--- src/rtl/intc2w_pkg.sv ---
package intc2w_pkg;

    localparam int NUM_SRC    = 64;
    localparam int WORD_BITS  = 32;
    localparam int EXT_FIRST  = 19;
    localparam int EXT_LAST   = 25;
    localparam int PORT_FIRST = 48;
    localparam int PORT_LAST  = 63;

    typedef enum logic [1:0] {
        KIND_NONE,
        KIND_INTERNAL,
        KIND_EXTERNAL,
        KIND_PORT
    } src_kind_e;

    typedef enum logic [2:0] {
        SEL_EN_HI   = 3'd0,
        SEL_EN_LO   = 3'd1,
        SEL_PEND_HI = 3'd2,
        SEL_PEND_LO = 3'd3,
        SEL_EDGE    = 3'd4,
        SEL_VECT    = 3'd5
    } reg_sel_e;

    // 1 when the source lives in the high word
    function automatic logic src_in_hi(input int s);
        return ((s >= 16 && s <= 31) || (s >= 48));
    endfunction

    // bit position of a source inside its word
    function automatic logic [4:0] src_pos(input int s);
        if (s >= 1 && s <= 15)       return 5'(16 - s);
        else if (s >= 16 && s <= 31) return 5'(31 - s);
        else if (s >= 32 && s <= 47) return 5'(63 - s);
        else if (s >= 48)            return 5'(s - 32);
        else                         return 5'd0;
    endfunction

    function automatic src_kind_e src_kind(input int s);
        if (s == 0)                                   return KIND_NONE;
        else if (s >= EXT_FIRST && s <= EXT_LAST)     return KIND_EXTERNAL;
        else if (s >= PORT_FIRST && s <= PORT_LAST)   return KIND_PORT;
        else                                          return KIND_INTERNAL;
    endfunction

    // edge-select bit used by a source (0 when the source has none)
    function automatic logic [4:0] esel_pos(input int s);
        if (s >= EXT_FIRST && s <= EXT_LAST)        return 5'(33 - s);
        else if (s >= PORT_FIRST && s <= PORT_LAST) return 5'(s - 32);
        else                                        return 5'd0;
    endfunction

    function automatic logic [WORD_BITS-1:0] esel_valid();
        logic [WORD_BITS-1:0] m;
        m = '0;
        for (int s = 1; s < NUM_SRC; s++) begin
            if (src_kind(s) == KIND_EXTERNAL || src_kind(s) == KIND_PORT)
                m[esel_pos(s)] = 1'b1;
        end
        return m;
    endfunction

endpackage

--- src/rtl/intc2w_sync.sv ---
module intc2w_sync #(
    parameter int WIDTH  = 64,
    parameter int STAGES = 2
) (
    input  logic             clk,
    input  logic             rst_n,
    input  logic [WIDTH-1:0] line_n,
    output logic [WIDTH-1:0] line_sync,
    output logic [WIDTH-1:0] line_prev
);
    // stage STAGES holds the previous synchronised sample
    logic [WIDTH-1:0] chain [STAGES+1];

    always_ff @(posedge clk) begin
        if (!rst_n) chain[0] <= '1;
        else        chain[0] <= line_n;
    end

    for (genvar k = 1; k <= STAGES; k++) begin : g_stage
        always_ff @(posedge clk) begin
            if (!rst_n) chain[k] <= '1;
            else        chain[k] <= chain[k-1];
        end
    end

    assign line_sync = chain[STAGES-1];
    assign line_prev = chain[STAGES];
endmodule

--- src/rtl/intc2w_latch.sv ---
module intc2w_latch
    import intc2w_pkg::*;
#(
    parameter int NSRC = NUM_SRC,
    parameter int WW   = WORD_BITS
) (
    input  logic            clk,
    input  logic            rst_n,
    input  logic [NSRC-1:0] line_sync,
    input  logic [NSRC-1:0] line_prev,
    input  logic [WW-1:0]   edge_sel,
    input  logic [NSRC-1:0] clr,
    output logic [NSRC-1:0] pend
);
    logic [NSRC-1:0] set_evt;

    always_comb begin
        set_evt = '0;
        for (int s = 0; s < NSRC; s++) begin
            unique case (src_kind(s))
                KIND_NONE:     set_evt[s] = 1'b0;
                KIND_INTERNAL: set_evt[s] = ~line_sync[s];
                KIND_EXTERNAL: set_evt[s] = edge_sel[esel_pos(s)]
                                          ? (line_prev[s] & ~line_sync[s])
                                          : ~line_sync[s];
                KIND_PORT:     set_evt[s] = edge_sel[esel_pos(s)]
                                          ? (line_prev[s] & ~line_sync[s])
                                          : (line_prev[s] ^ line_sync[s]);
                default:       set_evt[s] = 1'b0;
            endcase
        end
    end

    always_ff @(posedge clk) begin
        if (!rst_n) pend <= '0;
        else        pend <= set_evt | (pend & ~clr);
    end

    for (genvar s = 1; s < NSRC; s++) begin : g_chk
        localparam src_kind_e K = src_kind(s);
        localparam int        EP = int'(esel_pos(s));

        AST_CLEAR_TAKES: assert property (@(posedge clk) disable iff (!rst_n)
            (clr[s] && !set_evt[s]) |=> !pend[s]);

        if (K == KIND_INTERNAL) begin : g_int
            AST_LEVEL_STICKS: assert property (@(posedge clk) disable iff (!rst_n)
                !line_sync[s] |=> pend[s]);
        end
        if (K == KIND_EXTERNAL) begin : g_ext
            AST_EXT_LEVEL_STICKS: assert property (@(posedge clk) disable iff (!rst_n)
                (!edge_sel[EP] && !line_sync[s]) |=> pend[s]);
        end
        if (K == KIND_PORT) begin : g_port
            AST_PORT_RISE_IGNORED: assert property (@(posedge clk) disable iff (!rst_n)
                (edge_sel[EP] && line_sync[s] && !line_prev[s] && !pend[s]) |=> !pend[s]);
        end
    end
endmodule

--- src/rtl/intc2w_prio.sv ---
module intc2w_prio #(
    parameter int NSRC  = 64,
    parameter int VEC_W = $clog2(NSRC)
) (
    input  logic [NSRC-1:0]  active,
    output logic [VEC_W-1:0] vec
);
    // scan from the top so the lowest set source is the last written
    always_comb begin
        vec = '0;
        for (int s = NSRC - 1; s >= 0; s--) begin
            if (active[s]) vec = VEC_W'(s);
        end
    end
endmodule

--- src/rtl/intc2w_top.sv ---
module intc2w_top
    import intc2w_pkg::*;
#(
    parameter int NSRC        = NUM_SRC,
    parameter int WW          = WORD_BITS,
    parameter int IDX_W       = 3,
    parameter int SYNC_STAGES = 2
) (
    input  logic             clk,
    input  logic             rst_n,
    input  logic [NSRC-1:0]  src_n,
    input  logic             reg_wr,
    input  logic             reg_rd,
    input  logic [IDX_W-1:0] reg_idx,
    input  logic [WW-1:0]    reg_wdata,
    output logic [WW-1:0]    reg_rdata,
    output logic             irq_out
);
    localparam int          VEC_W   = $clog2(NSRC);
    localparam int          VEC_LSB = WW - VEC_W;
    localparam logic [WW-1:0] ESEL_MASK = esel_valid();

    logic [NSRC-1:0]  line_sync, line_prev;
    logic [NSRC-1:0]  pend, clr, en_src, active;
    logic [WW-1:0]    en_hi, en_lo, edge_sel;
    logic [WW-1:0]    pend_hi_w, pend_lo_w;
    logic [VEC_W-1:0] vec;
    reg_sel_e         sel;

    assign sel = reg_sel_e'(reg_idx);

    intc2w_sync #(.WIDTH(NSRC), .STAGES(SYNC_STAGES)) u_sync (
        .clk       (clk),
        .rst_n     (rst_n),
        .line_n    (src_n),
        .line_sync (line_sync),
        .line_prev (line_prev)
    );

    intc2w_latch #(.NSRC(NSRC), .WW(WW)) u_latch (
        .clk       (clk),
        .rst_n     (rst_n),
        .line_sync (line_sync),
        .line_prev (line_prev),
        .edge_sel  (edge_sel),
        .clr       (clr),
        .pend      (pend)
    );

    // word views and per-source decode
    always_comb begin
        en_src    = '0;
        clr       = '0;
        pend_hi_w = '0;
        pend_lo_w = '0;
        for (int s = 1; s < NSRC; s++) begin
            if (src_in_hi(s)) begin
                en_src[s]            = en_hi[src_pos(s)];
                pend_hi_w[src_pos(s)] = pend[s];
                clr[s] = reg_wr && (sel == SEL_PEND_HI) && reg_wdata[src_pos(s)];
            end else begin
                en_src[s]            = en_lo[src_pos(s)];
                pend_lo_w[src_pos(s)] = pend[s];
                clr[s] = reg_wr && (sel == SEL_PEND_LO) && reg_wdata[src_pos(s)];
            end
        end
    end

    assign active = pend & en_src;

    intc2w_prio #(.NSRC(NSRC), .VEC_W(VEC_W)) u_prio (
        .active (active),
        .vec    (vec)
    );

    assign irq_out = |active;

    always_ff @(posedge clk) begin
        if (!rst_n) begin
            en_hi    <= '0;
            en_lo    <= '0;
            edge_sel <= '0;
        end else if (reg_wr) begin
            unique case (sel)
                SEL_EN_HI: en_hi    <= reg_wdata;
                SEL_EN_LO: en_lo    <= reg_wdata;
                SEL_EDGE:  edge_sel <= reg_wdata & ESEL_MASK;
                default:   ;
            endcase
        end
    end

    always_ff @(posedge clk) begin
        if (!rst_n) begin
            reg_rdata <= '0;
        end else if (reg_rd) begin
            unique case (sel)
                SEL_EN_HI:   reg_rdata <= en_hi;
                SEL_EN_LO:   reg_rdata <= en_lo;
                SEL_PEND_HI: reg_rdata <= pend_hi_w;
                SEL_PEND_LO: reg_rdata <= pend_lo_w;
                SEL_EDGE:    reg_rdata <= edge_sel;
                SEL_VECT:    reg_rdata <= {vec, {VEC_LSB{1'b0}}};
                default:     reg_rdata <= '0;
            endcase
        end
    end

    AST_IRQ_MATCHES_VECTOR: assert property (@(posedge clk) disable iff (!rst_n)
        irq_out == (vec != '0));
    AST_VECTOR_ENABLED: assert property (@(posedge clk) disable iff (!rst_n)
        (vec != '0) |-> (en_src[vec] && pend[vec]));
    AST_VECTOR_LOWEST: assert property (@(posedge clk) disable iff (!rst_n)
        (vec != '0) |-> ((active & ((NSRC'(1) << vec) - NSRC'(1))) == '0));
    AST_SOURCE0_IDLE: assert property (@(posedge clk) disable iff (!rst_n)
        !pend[0]);
endmodule

--- config.mk ---
export PLATFORM = sky130hd
export DESIGN_NAME = intc2w_top
export DESIGN_NICKNAME = d
export VERILOG_FILES = /design/src/rtl/intc2w_pkg.sv /design/src/rtl/intc2w_sync.sv /design/src/rtl/intc2w_latch.sv /design/src/rtl/intc2w_prio.sv /design/src/rtl/intc2w_top.sv
export SDC_FILE = /design/constraint.sdc
export NUM_CORES = 1
export LEC_CHECK = 0
export BUFFER_PORTS_ARGS = -buffer_cell sky130_fd_sc_hd__buf_2
export CAP_MARGIN = 10
export CORE_MARGIN = 1
export CORE_UTILIZATION = 53
export DETAILED_ROUTE_END_ITERATION = 12
export GPL_TIMING_DRIVEN = 1
export HOLD_SLACK_MARGIN = 0.12
export PLACE_DENSITY = 0.76
export SYNTH_ARGS = -nofsm -noshare
export SYNTH_HDL_FRONTEND = slang
export SYNTH_SLANG_ARGS = --single-unit
--- constraint.sdc ---
create_clock -name clk -period 1.57 [get_ports clk]
set_clock_uncertainty 0.05 [all_clocks]
set_input_delay 0.157 -clock clk [delete_from_list [all_inputs] [get_ports clk]]
set_output_delay 0.157 -clock clk [all_outputs]
set_load 0.1 [all_outputs]
After elaboration in Yosys (flattened, before gate mapping)
Memories as Yosys holds them, arrays and structs flattened.
Index checks and enable logic that the tools add are counted.
Widths: inputs -> output; s select.
Storage, ports and cells
  latch bits: 0
  logic and storage cells: 283
  register bits after elaboration: 183
  memories: 1
  RAM bits: 192
  ROM bits: 0
  input port bits: 103
Operators by class
  bitwise operators: 109
  multipliers: 0
  divide/modulo/power cells: 0
  add/subtract/negate cells: 0
  shifts and indexed selects: 0
  reduce and logical (&&, ||, !) cells: 70
  eq/ne operators: 5
  muxes and demuxes: 93
  order comparisons: 0
Memory list
  u_sync.chain: words 3, bits a word 64, read ports 3, clocked after memory_dff 0, wr ports 3, line intc2w_sync.sv:12  | logic [WIDTH-1:0] chain [STAGES+1];
Operators with widths (count)
  $mux 6: 64
  $mux 64: 3
  $pmux 32 s6: 1
  $and 64x64->64: 2
  $logic_and 1x1->1: 65
  $not 64->64: 1
  $or 64x64->64: 1
  $reduce_or 64->1: 1
  $not 1->1: 63
  $mux 1: 25
  $and 1x1->1: 23
  $xor 1x1->1: 16
  $eq 3x2->1 const B: 2
  $eq 3x3->1 const B: 2
  $reduce_and 2->1: 3
  $eq 3x1->1 const B: 1
  $logic_not 3->1: 1
  $or 1x1->1: 3

Longest topological paths before layout
  depth in word-level cells: 66
  gate-level depth with buffers: 8
  mapped depth without buffers: 6

Modules after synthesis
Synthesis repeated with hierarchy kept, for this count alone.
Second synthesis, totals
  cell total of the unflattened synthesis: 1620
  area total of the unflattened synthesis: 15506.1 µm²
By module, submodules not included
  intc2w_top: area an instance 6691.4 µm², instances 1, cells each 792, sequential area each 2382.3 µm²
  intc2w_sync: area an instance 5156.2 µm², instances 1, cells each 405, sequential area each 3843.7 µm²
  intc2w_latch: area an instance 2832.7 µm², instances 1, cells each 276, sequential area each 1281.2 µm²
  intc2w_prio: area an instance 825.8 µm², instances 1, cells each 147, sequential area each 0.0 µm²

Worst setup path after synthesis
No wires, ideal clock.
  path kind: register -> output
  start: register u_latch.pend[30]
  end: output port irq_out
  arrival time: 2.174 ns
  setup slack: -0.811 ns
  required time: 1.363 ns
  stages on the path, launching flop included: 6
  cells stage by stage: dfxtp_1 a22oi_1 nand4_2 nand3b_1 nor4_1 nand4_1
On the way
  longest elaborated chain between the ends: 2
Ends and longest elaborated chain
  from (decl): line intc2w_latch.sv:13  | output logic [NSRC-1:0] pend
  from (signal assigned): line intc2w_latch.sv:36  | else pend <= set_evt | (pend & ~clr);
  $and 64x64->64: line intc2w_top.sv:69  | assign active = pend & en_src;
  $reduce_or 64->1: line intc2w_top.sv:76  | assign irq_out = |active;
  to (decl): line intc2w_top.sv:17  | output logic irq_out
No other way between the ends.

Worst setup path after layout
  start: register u_latch.pend[28]
  end: output port irq_out
Same word-level chain as after synthesis.

==> reports/qor.yml <==
status: "complete, but fails checks"
violations: "negative setup slack"
antenna_found_initial: 0
power.net_switching_mw: 4.49
finalCritPeriodShare: 1.59
irDropWorstVdd_uv: 792
worst_pin_slew_ns: 0.512
clock-sinks: 331
synth.distinct_cells: 54
critPathRequiredTime_ns: 1.36
grt_overflow: 0
synth_area_leaders: "dfxtp_1 (50%), nand2_1 (9.7%), nand2b_1 (6.3%)"
clockPowerShare: 0.444
drt_iter0_drc: 1143
hold-worst-slack_ns: 0.150
drive_above_1_share: 0.275
rsz0062_at_grt: "yes"
gr-usage-all-layers: 0.308
synth.most_common_cell: "nand2_1"
via_per_inst: 5.53
grt_pass1_wl_mm: 62.2
finalInstanceArea_um2: 18300
die_height_um: 160
cts_max_path_buffers: 3
synth_top_cell_by_area: "dfxtp_1"
dr_total_vias: 11900
path_max_fanout: 2
io_buffer_count: 134
grt_pass1_vias: 11800
htreeDepth: 2
cp-start-kind: "flip-flop"
crit_family: "simple AND/OR/NAND/NOR gates"
cts_buffers: 36
num_io_pins: 136
cp.arrival_ns: 2.30
p_per_area_nw_per_um2: 1070
drtAntennaViolNets: 0
synthFlopType: "dfxtp_1"
p_seq_frac: 0.455
synth_common_cells: "nand2_1 (342), dfxtp_1 (331), nand2b_1 (133), a21boi_1 (95)"
synth_top_area_frac: 0.502
initial_core_util: 0.541
final_hold_viol_count: 0
timing.final.ws_setup_ns: -0.934
cts_tree: "done"
die-area_um2: 25500
core.rowCount: 57
yosysWarnings: 0
clk-insertion-delay-late_ns: 0.52
critPathKind: "reg2out"
endpoint_kind: "output port"
synth_cells: 1397
synth-edff-count: 0
hpwlAfterDp_mm: 26.5
cpMaxStageDelayCell: "dfxtp_2"
setup_viol: 7
leakage_nw: 7.61
max_freq_mhz: 399
fin_crit_ns: 2.50
synthArstFlopShare: 0
root_buffer: "clkbuf_16"
path_buf_inv: 2
crit_chain: "a22oi_2, buf_4, nand4_4, nand3b_1, nor4_4, nand4_1, buf_6"
gp_congestion: 0.991
maxCapViolCount: 0
ys_ff_latch: 331
dr.pass1.iters: 6
p_int_mw: 15.1
drc: 0
place_area_um2: 15700
finalMaxSlewViolations: 0
layout.nets: 1922
syn_to_final_growth_pct: 38.9
slew_headroom: 0.658
switching_share: 0.230
fp.dieW_um: 160
grt_max_degree: 94
synthesis.nets: 1516
comb_power_share: 0.101
max_stage_delay_ns: 0.33
avgSynthCellArea_um2: 9.44
core_area_um2: 24400
hold_class: "in2reg"
syn_area_um2: 13200
drt_wl_total_mm: 39.6
cts.clk_slew.worst_paths_ns: 0.06
diodes: 0
drt-wirelength-per-cell_um: 18.4
yosysSeqAreaShare: 0.502
## path summary, 6_finish.rpt
kind,startpoint,end,slack [ns],depth (start not counted)
min,reg_idx[2],reg_rdata[30]$_SDFFE_PN0P_,0.15,4
max,u_latch.pend[28]$_SDFF_PN0_,irq_out,-0.93,7
max reg2reg,u_latch.pend[22]$_SDFF_PN0_,reg_rdata[27]$_SDFFE_PN0P_,-0.33,7
min reg2reg,u_sync.chain[1][46]$_SDFF_PN1_,u_latch.pend[46]$_SDFF_PN0_,0.34,1
## layer usage
| layer | wire length [µm] | share of wire | track usage | vias up |
|---|---|---|---|---|
| met5 | 0 | 0 | 0 | - |
| met4 | 1390 | 0.035 | 0.118 | 0 |
| met3 | 2920 | 0.074 | 0.0543 | 112 |
| met2 | 19000 | 0.48 | 0.528 | 524 |
| met1 | 16300 | 0.41 | 0.388 | 5656 |
| li1 | - | - | - | 5623 |
## logic make-up (layout without fill, tap and decap cells)
group           after synthesis  after routing  synth area share
flops                       331            331             0.502
simple gates                592            592             0.212
mux                          32             32            0.0537
compound gates              316            316             0.182
fa+ha+maj                    16             16            0.0152
buf+inv                     110            542            0.0346
## cells in the final DEF (no fill, tap or decap), types with 4 or more instances in the layout
cell type / instances
buf_2: 127
o21ai_2: 4
inv_1: 28
nand3_1: 8
a22oi_2: 23
bufinv_16: 4
a32oi_1: 6
clkbuf_1: 6
dfxtp_2: 11
a22o_1: 12
a21boi_1: 94
nor2b_1: 38
clkbuf_8: 9
and2_1: 24
nand2b_1: 133
nor2_1: 24
a21oi_1: 26
clkinv_2: 5
dfxtp_1: 320
dlygate4sd3_1: 101
ha_1: 16
a22oi_1: 32
buf_4: 197
a32o_1: 4
o21ai_0: 7
nand4_1: 5
buf_12: 17
and3_1: 5
a21oi_2: 4
mux4_2: 31
o2bb2ai_1: 19
clkbuf_16: 37
a221oi_1: 20
nand2_1: 341
a21boi_0: 35
## tightest hold or removal path, delay by kind of cell
kind	cells	cell delay (ns)
compound gates	3	0.34
buf+inv	1	0.17
## per-stage QoR
step / setup TNS (ns) / total power [mW] / utilization / setup WS [ns] / instances
final: -2.32 / 19.6 / 0.751 / -0.934 / 2153
after global routing: -2.75 / 20.2 / 0.751 / -1.03 / 2153
after CTS: -2.32 / 19.6 / 0.744 / -0.939 / 2151
after detailed placement: -20.27 / 10.7 / 0.645 / -0.579 / 1984
after global placement: -17.97 / 10.7 / 0.645 / -0.546 / 1984
after floorplan: -0.681 / 9.94 / - / -0.681 / 1397
## sequential cells by signal (all words and copies together), names as in the netlist
| signal | flops |
|---|---|
| en_hi | 32 |
| u_sync.chain | 149 |
| edge_sel | 23 |
| en_lo | 32 |
| u_latch.pend | 63 |
| reg_rdata | 32 |
## final cells by class
class                      instances  area, µm²
tap                              324        405
inverter                          30        113
fill                            1706       6070
clock buffer                      51       1060
timing repair buffer             448       3530
multi-input combinational        956       6400
clock inverter                    13        179
sequential                       331       6640
## repair_timing
action	CTS	global route
gates resized for setup	35	35
setup buffers	3	3
hold buffers	101	0
setup endpoints to repair	10	27
hold endpoints to repair	230	0
pin swaps	9	10
## power groups by stage
stage                     clock network, mW  registers, mW  logic (mW)
after floorplan                           0           9.13       0.809
after global placement                    0           9.06        1.64
after detailed placement                  0           9.07        1.67
after CTS                              8.79           8.89        1.90
after global routing                   9.15           8.93        2.11
final                                  8.68           8.91        1.97
Power figures use the tool's default switching activity.
